$ cat config.mk
export PLATFORM = sky130hd
export DESIGN_NAME = ide_pio_strobe_gen
export DESIGN_NICKNAME = d
export VERILOG_FILES = /design/src/rtl/ide_strobe_pkg.sv /design/src/rtl/ide_timing_sel.sv /design/src/rtl/ide_strobe_fsm.sv /design/src/rtl/ide_pio_strobe_gen.sv
export SDC_FILE = /design/constraint.sdc
export NUM_CORES = 1
export LEC_CHECK = 0
export BUFFER_PORTS_ARGS = -buffer_cell sky130_fd_sc_hd__buf_2
export CAP_MARGIN = 5
export CORE_MARGIN = 2
export CORE_UTILIZATION = 29
export CTS_CLUSTER_DIAMETER = 50
export DETAILED_ROUTE_END_ITERATION = 8
export PLACE_DENSITY_LB_ADDON = 0.2
export RECOVER_POWER = 100
export SLEW_MARGIN = 25
export SYNTH_ARGS = -nofsm -noshare
export SYNTH_HDL_FRONTEND = slang
export SYNTH_SLANG_ARGS = --single-unit
$ cat constraint.sdc
create_clock -name clk -period 1.8 [get_ports clk]
set_input_delay 0 -clock clk [delete_from_list [all_inputs] [get_ports clk]]
set_output_delay 0 -clock clk [all_outputs]
set_load 0.005 [all_outputs]
$ cat src/rtl/ide_strobe_pkg.sv
`timescale 1ns/1ps
package ide_strobe_pkg;

    localparam int CTRL_W    = 16;
    localparam int ON_LSB    = 8;
    localparam int ON_W      = 8;
    localparam int REC_W     = 6;
    localparam int IORDY_BIT = 6;
    localparam int CNT_W     = (ON_W > REC_W) ? ON_W : REC_W;

    typedef enum logic [1:0] {
        PH_IDLE    = 2'd0,
        PH_ACTIVE  = 2'd1,
        PH_RECOVER = 2'd2
    } phase_e;

    // One set of strobe timing, counts stored minus one
    typedef struct packed {
        logic [ON_W-1:0]  on_m1;
        logic [REC_W-1:0] rec_m1;
        logic             iordy_en;
    } timing_t;

endpackage

$ cat src/rtl/ide_timing_sel.sv
`timescale 1ns/1ps
module ide_timing_sel
    import ide_strobe_pkg::*;
#(
    parameter int NUM_DRIVES   = 2,
    parameter int PIO0_ON_CYC  = 6,
    parameter int PIO0_REC_CYC = 14,
    localparam int DSEL_W      = (NUM_DRIVES > 1) ? $clog2(NUM_DRIVES) : 1
) (
    input  logic [NUM_DRIVES*CTRL_W-1:0] drive_ctrl,
    input  logic [DSEL_W-1:0]            drive_sel,
    input  logic                         wide_timing,
    output timing_t                      tim
);

    timing_t per_drive [NUM_DRIVES];
    logic [NUM_DRIVES-1:0] unused_rsvd;

    // Decode each drive word into its timing fields
    for (genvar d = 0; d < NUM_DRIVES; d++) begin : g_decode
        logic [CTRL_W-1:0] word;
        assign word                 = drive_ctrl[d*CTRL_W +: CTRL_W];
        assign per_drive[d].on_m1   = word[ON_LSB +: ON_W];
        assign per_drive[d].rec_m1  = word[REC_W-1:0];
        assign per_drive[d].iordy_en = word[IORDY_BIT];
        assign unused_rsvd[d]       = word[IORDY_BIT+1];
    end

    localparam timing_t PIO0_TIM = '{
        on_m1:    ON_W'(PIO0_ON_CYC - 1),
        rec_m1:   REC_W'(PIO0_REC_CYC - 1),
        iordy_en: 1'b0
    };

    always_comb begin
        if (wide_timing) begin
            tim = per_drive[drive_sel];
        end else begin
            tim = PIO0_TIM;
        end
    end

endmodule

$ cat src/rtl/ide_strobe_fsm.sv
`timescale 1ns/1ps
module ide_strobe_fsm
    import ide_strobe_pkg::*;
(
    input  logic    clk,
    input  logic    rst_n,
    input  logic    start,
    input  timing_t tim,
    input  logic    iordy,
    output logic    strobe,
    output logic    busy,
    output logic    done
);

    typedef struct packed {
        phase_e           phase;
        logic [CNT_W-1:0] cnt;
        logic [REC_W-1:0] rec_m1;
        logic             iordy_en;
        logic             done;
    } state_t;

    localparam state_t RESET_ST = '{
        phase:    PH_IDLE,
        cnt:      '0,
        rec_m1:   '0,
        iordy_en: 1'b0,
        done:     1'b0
    };

    state_t st_d, st_q;
    logic   count_out;
    logic   wait_req;

    assign count_out = (st_q.cnt == '0);
    assign wait_req  = st_q.iordy_en && !iordy;

    always_comb begin
        st_d      = st_q;
        st_d.done = 1'b0;
        unique case (st_q.phase)
            PH_IDLE: begin
                if (start) begin
                    st_d.phase    = PH_ACTIVE;
                    st_d.cnt      = CNT_W'(tim.on_m1);
                    st_d.rec_m1   = tim.rec_m1;
                    st_d.iordy_en = tim.iordy_en;
                end
            end
            PH_ACTIVE: begin
                if (!count_out) begin
                    st_d.cnt = st_q.cnt - 1'b1;
                end else if (!wait_req) begin
                    st_d.phase = PH_RECOVER;
                    st_d.cnt   = CNT_W'(st_q.rec_m1);
                end
            end
            PH_RECOVER: begin
                if (!count_out) begin
                    st_d.cnt = st_q.cnt - 1'b1;
                end else begin
                    st_d.phase = PH_IDLE;
                    st_d.done  = 1'b1;
                end
            end
            default: st_d = RESET_ST;
        endcase
    end

    always_ff @(posedge clk) begin
        if (!rst_n) begin
            st_q <= RESET_ST;
        end else begin
            st_q <= st_d;
        end
    end

    assign strobe = (st_q.phase == PH_ACTIVE);
    assign busy   = (st_q.phase != PH_IDLE);
    assign done   = st_q.done;

endmodule

$ cat src/rtl/ide_pio_strobe_gen.sv
`timescale 1ns/1ps
module ide_pio_strobe_gen
    import ide_strobe_pkg::*;
#(
    parameter int NUM_DRIVES   = 2,
    parameter int PIO0_ON_CYC  = 6,
    parameter int PIO0_REC_CYC = 14,
    localparam int DSEL_W      = (NUM_DRIVES > 1) ? $clog2(NUM_DRIVES) : 1
) (
    input  logic                         clk,
    input  logic                         rst_n,
    input  logic                         req_valid,
    input  logic [DSEL_W-1:0]            req_drive,
    input  logic [NUM_DRIVES*CTRL_W-1:0] drive_ctrl,
    input  logic                         wide_timing,
    input  logic                         iordy,
    output logic                         strobe,
    output logic                         busy,
    output logic                         done
);

    timing_t sel_tim;

    ide_timing_sel #(
        .NUM_DRIVES   (NUM_DRIVES),
        .PIO0_ON_CYC  (PIO0_ON_CYC),
        .PIO0_REC_CYC (PIO0_REC_CYC)
    ) sel_i (
        .drive_ctrl  (drive_ctrl),
        .drive_sel   (req_drive),
        .wide_timing (wide_timing),
        .tim         (sel_tim)
    );

    ide_strobe_fsm fsm_i (
        .clk    (clk),
        .rst_n  (rst_n),
        .start  (req_valid),
        .tim    (sel_tim),
        .iordy  (iordy),
        .strobe (strobe),
        .busy   (busy),
        .done   (done)
    );

endmodule

### Word level (Yosys, flattened, before mapping)

Cells that the tools add are included.

| storage, ports and cells | value |
|---|---|
| input port bits | 38 |
| logic and storage cells | 40 |
| output and inout bits | 3 |
| register bits after elaboration | 18 |

| cells by class | value |
|---|---|
| $add $sub $neg | 1 |
| reductions and logical operators | 10 |
| order comparisons | 1 |
| equality and inequality tests | 8 |
| bitwise gates (word level) | 2 |
| muxes and demuxes | 13 |

Operator list:

| operator | count |
|---|---|
| $mux W15 | 4 |
| $pmux W10 S3 | 1 |
| $mux W17 | 1 |
| $mux W8 | 2 |
| $pmux W7 S2 | 1 |
| $mux W10 | 1 |
| $logic_not A8 Y1 | 1 |
| $sub A8 B1 Y8 const B | 1 |
| $ne A2 B2 Y1 const B | 3 |
| $mux W2 | 2 |
| $ne A2 B1 Y1 const B | 2 |
| $reduce_and A2 Y1 | 2 |
| $reduce_and A4 Y1 | 1 |
| $ne A3 B3 Y1 const B | 1 |
| $reduce_and A3 Y1 | 1 |
| $eq A2 B1 Y1 const B | 1 |
| $eq A2 B2 Y1 const B | 1 |
| $ge A2 B2 Y1 const B | 1 |
| $logic_not A2 Y1 | 1 |
| $not A1 Y2 | 1 |
| $reduce_bool A2 Y1 | 1 |
| $reduce_or A2 Y1 | 1 |
| $logic_and A1 B1 Y1 | 1 |
| $logic_not A1 Y1 | 1 |
| other kinds (2) | 2 |

### Longest topological paths before layout

Gate-level depths: netlist of the first run.

| depth | value |
|---|---|
| depth in word-level cells | 7 |
| mapped depth | 7 |
| mapped depth without buffers | 6 |

### Modules after synthesis

From an unflattened synthesis of the first run, not the netlist that was laid out.

| unflattened totals | value |
|---|---|
| cells, all modules | 157 |
| area, all modules | 1368.8 um2 |

By module, submodules not included:

| module | cells an instance | area an instance (um2) | instances | seq. area each (um2) |
|---|---|---|---|---|
| ide_strobe_fsm | 124 | 1102.3 | 1 | 360.3 |
| ide_timing_sel | 33 | 266.5 | 1 | 0.0 |

### Worst setup path before layout of the first run

OpenSTA, ideal clock, no wires.

| path | value |
|---|---|
| kind | register -> register |
| from | register fsm_i.st_q[16] in the netlist's numbering |
| to | register fsm_i.st_q[8] in the netlist's numbering |
| setup time | 0.080 ns |
| required time | 1.720 ns |
| path slack | 0.006 ns |
| cell stages (with the launch flop) | 7 |
| path buffers | 0 |
| data arrival time | 1.714 ns |
| period minus slack after synthesis | 1.794 ns |
| cell sequence | dfxtp_1 inv_1 ha_1 nor2b_1 or4_4 or2_4 o221ai_2 |

| between the ends | value |
|---|---|
| word-level cells in the longest chain between the ends | 3 |
| elaborated cells on any way between the ends | 8 |
| classes of those cells | eq/ne (5); mux (1); reduce/logical (2) |

Ends and longest elaborated chain:

| item | RTL line | RTL |
|---|---|---|
| from (decl) | ide_strobe_fsm.sv:31 | `state_t st_d, st_q;` |
| from (signal assigned) | ide_strobe_fsm.sv:74 | `st_q <= st_d;` |
| $eq A2 B1 Y1 (tied with other cells) | ide_strobe_fsm.sv:41 | `unique case (st_q.phase)` |
| $ne A3 B3 Y1 (no source line) / $ne A2 B2 Y1 (equally long branches) | -- |  |
| $reduce_and A3 Y1 (no source line) | -- |  |

Parallel ways exist; a longest one is shown, timed or not.
A chain may end at the register's enable or synchronous reset.

### Final worst setup path of the first run

| path | value |
|---|---|
| from | register fsm_i.st_q[16] in the netlist's numbering |
| to | register fsm_i.st_q[9] in the netlist's numbering |

Same word-level chain as after synthesis.

==> run summary, run 1 <==
number of global-route vias before repair: 1,319
Worst Reg2Reg Path Length in Cells: 5
initial cell density of the core: 30.2%
switching fraction of total power: 45.7%
pre-CTS worst setup slack: 0.0231 ns
internal power of the cells: 1.52 mW
share of synthesized area occupied by flip-flops and latches: 27.4%
number of violations of the max-capacitance limit: 0
highest achievable clock rate: 0.580 GHz
number of hold buffers added after CTS: 0
clock edge transition at the registers on the reported setup and hold paths: 0.07 ns
clock latency at the later pin of the worst-skew pair: 0.26 ns
biggest fanout along the worst timing path: 3
Syn Std Cell Area: 1310 µm²
leak pwr: 0.817 nW
global-route wire length before repair: 6.29 mm
class of the tightest hold or removal check: input port to flip-flop
data arrival at the endpoint of the critical path: 1.91 ns
final number of setup-violating endpoints: 0
TritonCTS clock tree: built
Inserted Diodes: 0
CTS sink cnt: 18
worst ir drop on vdd: 0.683 mV
setup repair after global routing missed its margin: true
boundary pin count: 41
First DRT Iteration DRCs: 57
Switching Power: 1.28 mW
startpoint of the worst setup timing path: fsm_i.st_q[16]
number of core rows: 24
power share of the sequential group: 24.4%
Longest Clk Path Bufs: 2
Critical Setup Path Class: flip-flop to flip-flop
number of slew-limit violations in the final report: 0
most frequent cells after synthesis: sky130_fd_sc_hd__dfxtp_1 (18), sky130_fd_sc_hd__mux2i_1 (17), sky130_fd_sc_hd__nor2_1 (17)
layout-stage area growth over the synthesis result: 38.0%
maximum number of pins on one net before global-route repair: 16
average cell area after synthesis: 8.48 µm²
clock network fraction of design power: 10.6%
Slew @ Worst Pin: 0.393 ns
count of input and output buffers: 38
DP HPWL: 2.97 mm
cell with the most instances after synthesis: sky130_fd_sc_hd__dfxtp_1
power density over the cells: 1540 nW/µm²
number of routed nets with antenna violations: 0
average wire length per cell after detail routing: 14.9 µm
YS warnings: 0
kind of start point of the critical path: flip-flop
Worst Hold Launch: rst_n
cell type with the largest total area after synthesis: sky130_fd_sc_hd__dfxtp_1
H-tree level count: 1
Slew Limit Headroom: 73.1%
net count after synthesis: 198
top cell type's share of synthesized area: 27.4%
power share of the combinational group: 65.0%
x dimension of the die: 71.3 µm
startpoint of the most critical register-to-register path: fsm_i.st_q[16]
count of distinct cell types in the synthesized netlist: 46
final-report hold violation count: 0
share of layout cells above drive strength 1: 40.7%
Remaining DRCs: 0
via density per instance: 5.25
clk root buf: sky130_fd_sc_hd__clkbuf_8
min Tclk post-route: 1.72 ns
data required time at the worst endpoint: 1.99 ns
category of the worst setup path capture point: flip-flop
area of the core region: 4350 µm²
result of the run: completed
leading post-synthesis cells by cell area: sky130_fd_sc_hd__dfxtp_1 (27%), sky130_fd_sc_hd__mux2i_1 (13%), sky130_fd_sc_hd__a21oi_1 (6.1%)
EDFF count, synth: 0
number of clock buffers inserted by TritonCTS: 3
Net count, final: 254
post-route clock skew: 0.00152 ns
Async SR Flop Fraction: 0%
Post-Syn Instances: 155
detailed-route wire length: 3.89 mm
Top FF cell, synth: sky130_fd_sc_hd__dfxtp_1
Vias: 1,371
1st-pass router iterations: 4
Synth Register Bits: 18
setup slack after layout: 0.0763 ns
residual overflow from global routing: 0
global-route total usage across every layer: 15.6%
total negative slack for setup checks: 0 ns
height of the die: 71.3 µm
final cycle utilization of the critical path: 95.8%
Hold Path Stages: 3
die area: 5080 µm²
global placement routability congestion: 0.899
antenna violations before repair: 0
metal layers:
metal	GRT usage [%]	share of wire, %	up-vias	wire length [µm]
li1	-	-	704	-
met1	21.0	48	637	1850
met2	25.1	48	25	1860
met3	3.66	3.6	5	139
met4	3.98	0.95	0	37
met5	0	0	-	0
cell usage in the layout (no fill, tap or decap), types with 2 or more instances in the layout:
cell type                   synthesis  layout
sky130_fd_sc_hd__o2bb2ai_1          2       2
sky130_fd_sc_hd__nand2_1            6       6
sky130_fd_sc_hd__nor3_1             2       2
sky130_fd_sc_hd__or3_1              4       4
sky130_fd_sc_hd__a21oi_1           16      14
sky130_fd_sc_hd__ha_4               0       3
sky130_fd_sc_hd__o22ai_1            2       2
sky130_fd_sc_hd__inv_2              1       3
sky130_fd_sc_hd__buf_4              1      17
sky130_fd_sc_hd__buf_2              2      38
sky130_fd_sc_hd__a2111oi_0          2       2
sky130_fd_sc_hd__o31ai_1            2       2
sky130_fd_sc_hd__mux2i_1           17      17
sky130_fd_sc_hd__a21oi_2            0       2
sky130_fd_sc_hd__nand2b_1           3       3
sky130_fd_sc_hd__nor3_2             2       2
sky130_fd_sc_hd__o211ai_1           4       4
sky130_fd_sc_hd__nor2_1            17      17
sky130_fd_sc_hd__inv_1              8       6
sky130_fd_sc_hd__clkbuf_8           0       3
sky130_fd_sc_hd__nor4_1             6       6
sky130_fd_sc_hd__a22oi_1            2       2
sky130_fd_sc_hd__a31oi_1            2       2
sky130_fd_sc_hd__o21ai_0            2       2
sky130_fd_sc_hd__dfxtp_1           18      16
sky130_fd_sc_hd__o221ai_2           2       2
sky130_fd_sc_hd__a221oi_2           0       2
sky130_fd_sc_hd__and3_1             3       2
through the flow:
step	utilization, %	hold slack (ns)	power [mW]	cells	cell area [µm²]
global placement	38.0	0.347	2.30	255	1660
finish	41.6	0.0791	2.80	261	1810
global route	41.6	0.0918	3.02	261	1810
detailed placement	38.0	0.355	2.28	255	1660
floorplan	-	0.148	1.70	155	1310
CTS	39.2	0.0653	2.60	258	1710
kinds of logic after synthesis:
group | count (synthesis) | share of synthesized area (%)
AOI/OAI and AO/OA | 47 | 26.2
xor gates and xnor gates | 1 | 0.667
adders and majority gates | 5 | 4.76
buffers and inverters | 14 | 4.48
DFF | 18 | 27.4
muxes | 17 | 13.0
and+or+nand+nor | 53 | 23.5
flip-flops by register name (all words and copies together), names as in the netlist:
name        count
fsm_i.st_q     17
fsm_i.done      1
worst paths after layout:
kind | slack, ns | to
max | 0.08 | fsm_i.st_q[9]
min | 0.08 | fsm_i.st_q[17]
max reg2reg | 0.08 | fsm_i.st_q[9]
min reg2reg | 0.47 | fsm_i.st_q[5]
power groups by stage:
stage	combinational [mW]	sequential [mW]	clock (mW)
floorplan	1.05	0.646	0
global placement	1.62	0.673	0
detailed placement	1.60	0.675	0
CTS	1.63	0.667	0.305
global route	2.00	0.701	0.319
finish	1.82	0.683	0.296
worst max-delay path, cell delays in order (launching register included):
cell and delay (ns):
sky130_fd_sc_hd__dfxtp_2 0.34, sky130_fd_sc_hd__buf_6 0.13, sky130_fd_sc_hd__ha_4 0.16, sky130_fd_sc_hd__or4_4 0.56, sky130_fd_sc_hd__or2_4 0.30, sky130_fd_sc_hd__o221ai_2 0.17
what timing repair did:
action / CTS / global route
setup buffers: 0 / 3
pin swaps: 0 / 4
gates resized for setup: 2 / 20
endpoints found under the setup margin: 2 / 7
cell type report:
class	count	area (µm²)
timing repair buffer	56	329
inverter	9	33.8
multi-input combinational	123	978
tap	52	65.1
clock buffer	3	41.3
sequential	18	365
fill	436	2540
No activity file was read; power rests on OpenSTA's default activity.
==> inputs of run 2 (changes only) <==
--- a/config.mk
+++ b/config.mk
@@ -16,4 +16,5 @@
 export SLEW_MARGIN = 25
 export SYNTH_ARGS = -nofsm -noshare
 export SYNTH_HDL_FRONTEND = slang
+export SYNTH_HIERARCHICAL = 1
 export SYNTH_SLANG_ARGS = --single-unit
==> run 2 against run 1 <==
Sequential power decreased by 3.8%. Synthesized cell count increased by 1.3%. Routed wire length decreased by 12%. First-iteration DRC count decreased by 28%. Worst hold slack got worse by 0.059 ns. Design area decreased by 2.1%. Non-clock buffer count increased by 1.
==> run summary, run 2 <==
TritonCTS clock tree: built (unchanged)
global-route wire length before repair: 5.74 mm (was 6.29 mm)
data arrival at the endpoint of the critical path: 1.84 ns (was 1.91 ns)
kind of start point of the critical path: flip-flop (unchanged)
post-route clock skew: 0.00544 ns (was 0.00152 ns)
EDFF count, synth: 0 (unchanged)
number of slew-limit violations in the final report: 0 (unchanged)
pre-CTS worst setup slack: 0.112 ns (was 0.0231 ns)
Slew @ Worst Pin: 0.435 ns (was 0.393 ns)
stage delay of the slowest cell on the critical path: 0.57 ns (was 0.56 ns)
share of layout cells above drive strength 1: 34.8% (was 40.7%)
boundary pin count: 41 (unchanged)
Post-Syn Instances: 157 (was 155)
area of the core region: 4440 µm² (was 4350 µm²)
detailed-route wire length: 3.44 mm (was 3.89 mm)
flip-flop count of the largest register, all copies and words added: 17 (unchanged)
maximum number of pins on one net before global-route repair: 16 (unchanged)
number of clock buffers inserted by TritonCTS: 3 (unchanged)
most frequent cells in the layout: sky130_fd_sc_hd__buf_2 (36), sky130_fd_sc_hd__dfxtp_1 (18), sky130_fd_sc_hd__buf_4 (17) (was sky130_fd_sc_hd__buf_2 (38), sky130_fd_sc_hd__nor2_1 (17), sky130_fd_sc_hd__mux2i_1 (17), sky130_fd_sc_hd__buf_4 (17), sky130_fd_sc_hd__dfxtp_1 (16))
number of global-route vias before repair: 1,247 (was 1,319)
average wire length per cell after detail routing: 13.1 µm (was 14.9 µm)
final cycle utilization of the critical path: 94.8% (was 95.8%)
most frequent cells after synthesis: sky130_fd_sc_hd__dfxtp_1 (18), sky130_fd_sc_hd__mux2i_1 (15), sky130_fd_sc_hd__nor2_1 (12), sky130_fd_sc_hd__nor2b_1 (12), sky130_fd_sc_hd__nand2_1 (10) (was sky130_fd_sc_hd__dfxtp_1 (18), sky130_fd_sc_hd__mux2i_1 (17), sky130_fd_sc_hd__nor2_1 (17))
class of the tightest hold or removal check: input port to flip-flop (unchanged)
data required time at the worst endpoint: 1.93 ns (was 1.99 ns)
clk root buf: sky130_fd_sc_hd__clkbuf_8 (unchanged)
clock latency at the later pin of the worst-skew pair: 0.26 ns (about the same)
Synth Register Bits: 18 (unchanged)
initial cell density of the core: 30.8% (was 30.2%)
via density per instance: 4.99 (was 5.25)
placed inst area: 1700 µm² (was 1660 µm²)
die area: 5290 µm² (was 5080 µm²)
category of the worst setup path capture point: flip-flop (unchanged)
power density over the cells: 1450 nW/µm² (was 1540 nW/µm²)
leak pwr: 0.812 nW (was 0.817 nW)
number of routed nets with antenna violations: 0 (unchanged)
Longest Clk Path Bufs: 2 (unchanged)
worst path cell trace: clkbuf_4 > or4_4 > o41a_1 > o21ai_1 > a211oi_1 (was buf_6 > ha_4 > or4_4 > or2_4 > o221ai_2)
cell type with the largest total area after synthesis: sky130_fd_sc_hd__dfxtp_1 (unchanged)
largest register by flop count: fsm_i/st_q (was fsm_i.st_q)
total negative slack for setup checks: 0 ns (unchanged)
count of input and output buffers: 38 (unchanged)
top cell type's share of synthesized area: 26.3% (was 27.4%)
top cell family by delay on the critical path: simple AND/OR/NAND/NOR gates (unchanged)
leading post-synthesis cells by cell area: sky130_fd_sc_hd__dfxtp_1 (26%), sky130_fd_sc_hd__mux2i_1 (11%), sky130_fd_sc_hd__ha_1 (5.5%) (was sky130_fd_sc_hd__dfxtp_1 (27%), sky130_fd_sc_hd__mux2i_1 (13%), sky130_fd_sc_hd__a21oi_1 (6.1%))
Vias: 1,308 (was 1,371)
Net count, final: 255 (was 254)
Inserted Diodes: 0 (unchanged)
antenna violations before repair: 0 (unchanged)
critical path's slowest cell: sky130_fd_sc_hd__or4_4 (unchanged)
Syn Std Cell Area: 1370 µm² (was 1310 µm²)
number of violations of the max-capacitance limit: 0 (unchanged)
final number of setup-violating endpoints: 0 (unchanged)
count of placed standard cells including taps: 258 (was 255)
residual overflow from global routing: 0 (unchanged)
number of core rows: 24 (unchanged)
Power Total: 2.57 mW (was 2.80 mW)
number of buffers and inverters on the critical path: 1 (unchanged)
Non-Filler Instances: 262 (was 261)
YS warnings: 6 (was 0)
First DRT Iteration DRCs: 41 (was 57)
height of the die: 72.7 µm (was 71.3 µm)
Slew Limit Headroom: 71.0% (was 73.1%)
highest achievable clock rate: 0.586 GHz (was 0.580 GHz)
count of distinct cell types in the synthesized netlist: 45 (was 46)
Remaining DRCs: 0 (unchanged)
most common cell after layout, fill and taps aside: sky130_fd_sc_hd__buf_2 (unchanged)
share of synthesized area occupied by flip-flops and latches: 26.3% (was 27.4%)
setup slack after layout: 0.0938 ns (was 0.0763 ns)
CTS sink cnt: 18 (unchanged)
cell with the most instances after synthesis: sky130_fd_sc_hd__dfxtp_1 (unchanged)
result of the run: completed (unchanged)
net count after synthesis: 201 (was 198)
final core utilization: 39.9% (was 41.6%)
min Tclk post-route: 1.71 ns (was 1.72 ns)
Async SR Flop Fraction: 0% (unchanged)
final-report hold violation count: 0 (unchanged)
Critical Setup Path Class: flip-flop to flip-flop (unchanged)
setup repair after global routing missed its margin: false (was true)
cell area after layout: 1780 µm² (was 1810 µm²)
layout-stage area growth over the synthesis result: 29.7% (was 38.0%)
worst hold-check slack: 0.0203 ns (was 0.0791 ns)
biggest fanout along the worst timing path: 5 (was 3)
buffers inserted by post-CTS timing repair: 0 (unchanged)
H-tree level count: 1 (unchanged)
global placement routability congestion: 0.790 (was 0.899)
worst ir drop on vdd: 0.404 mV (was 0.683 mV)
x dimension of the die: 72.7 µm (was 71.3 µm)
1st-pass router iterations: 4 (unchanged)
average cell area after synthesis: 8.72 µm² (was 8.48 µm²)
Top FF cell, synth: sky130_fd_sc_hd__dfxtp_1 (unchanged)
global-route total usage across every layer: 13.9% (was 15.6%)
DP HPWL: 2.82 mm (was 2.97 mm)
clock edge transition at the registers on the reported setup and hold paths: 0.08 ns (was 0.07 ns)
==> run 2: cell count changes after synthesis, moves of 5 or more <==
cell and delta:
sky130_fd_sc_hd__nor2b_1 +10, sky130_fd_sc_hd__nor2_1 -5, sky130_fd_sc_hd__a22oi_1 +6, sky130_fd_sc_hd__a21oi_1 -12
==> run 2: layer usage <==
layer / track usage (%) / share of wire (%) / vias up
li1: - / - / 706
met1: 19.6 / 52 / 570
met2: 21.2 / 43 / 27
met3: 1.38 / 2.7 / 5
met4: 6.58 / 1.8 / 0
met5: 0 / 0 / -
==> run 2: path summary, 6_finish.rpt <==
check / start / to / slack [ns] / cells after the start
worst min-delay path: rst_n / fsm_i/done / 0.02 / 3
worst min register to register: fsm_i/st_q[7] / fsm_i/st_q[7] / 0.46 / 2
worst max register to register: fsm_i/st_q[8] / fsm_i/st_q[15] / 0.09 / 5
worst max-delay path: fsm_i/st_q[8] / fsm_i/st_q[15] / 0.09 / 5
==> run 2: cells by family (layout without fill, tap and decap cells) <==
logic type | after synthesis | in the layout | share of synthesized area, %
compound gates | 48 | 48 | 27.2
fa+ha+maj | 6 | 6 | 5.48
buf+inv | 16 | 69 | 6.95
flops | 18 | 18 | 26.3
mux | 15 | 15 | 11.0
simple gates | 54 | 54 | 23.0
==> run 2: report_power, final <==
part / leakage [nW] / total [mW] / internal (mW) / switching [mW]
registers: 0.147 / 0.657 / 0.513 / 0.144
clock network: 0.0288 / 0.351 / 0.195 / 0.155
logic: 0.636 / 1.56 / 0.791 / 0.769
==> run 2: final cells by class <==
class	count	area, µm²
inverter	8	30.0
sequential	18	360
multi-input combinational	123	937
tap	52	65.1
clock buffer	4	55.1
timing repair buffer	57	328
fill	472	2670
==> run 2: tightest hold or removal path: cells and delay by family <==
| kind | cells | cell delay [ns] |
|---|---|---|
| AND/OR/NAND/NOR | 2 | 0.11 |
| buffers and inverters | 1 | 0.14 |
==> run 2: timing repair <==
| item | in CTS | in global routing |
|---|---|---|
| resized for setup | 0 | 6 |
| hold buffers | 0 | 0 |
| endpoints found under the hold margin | 0 | 0 |
| setup endpoints to repair | 0 | 5 |
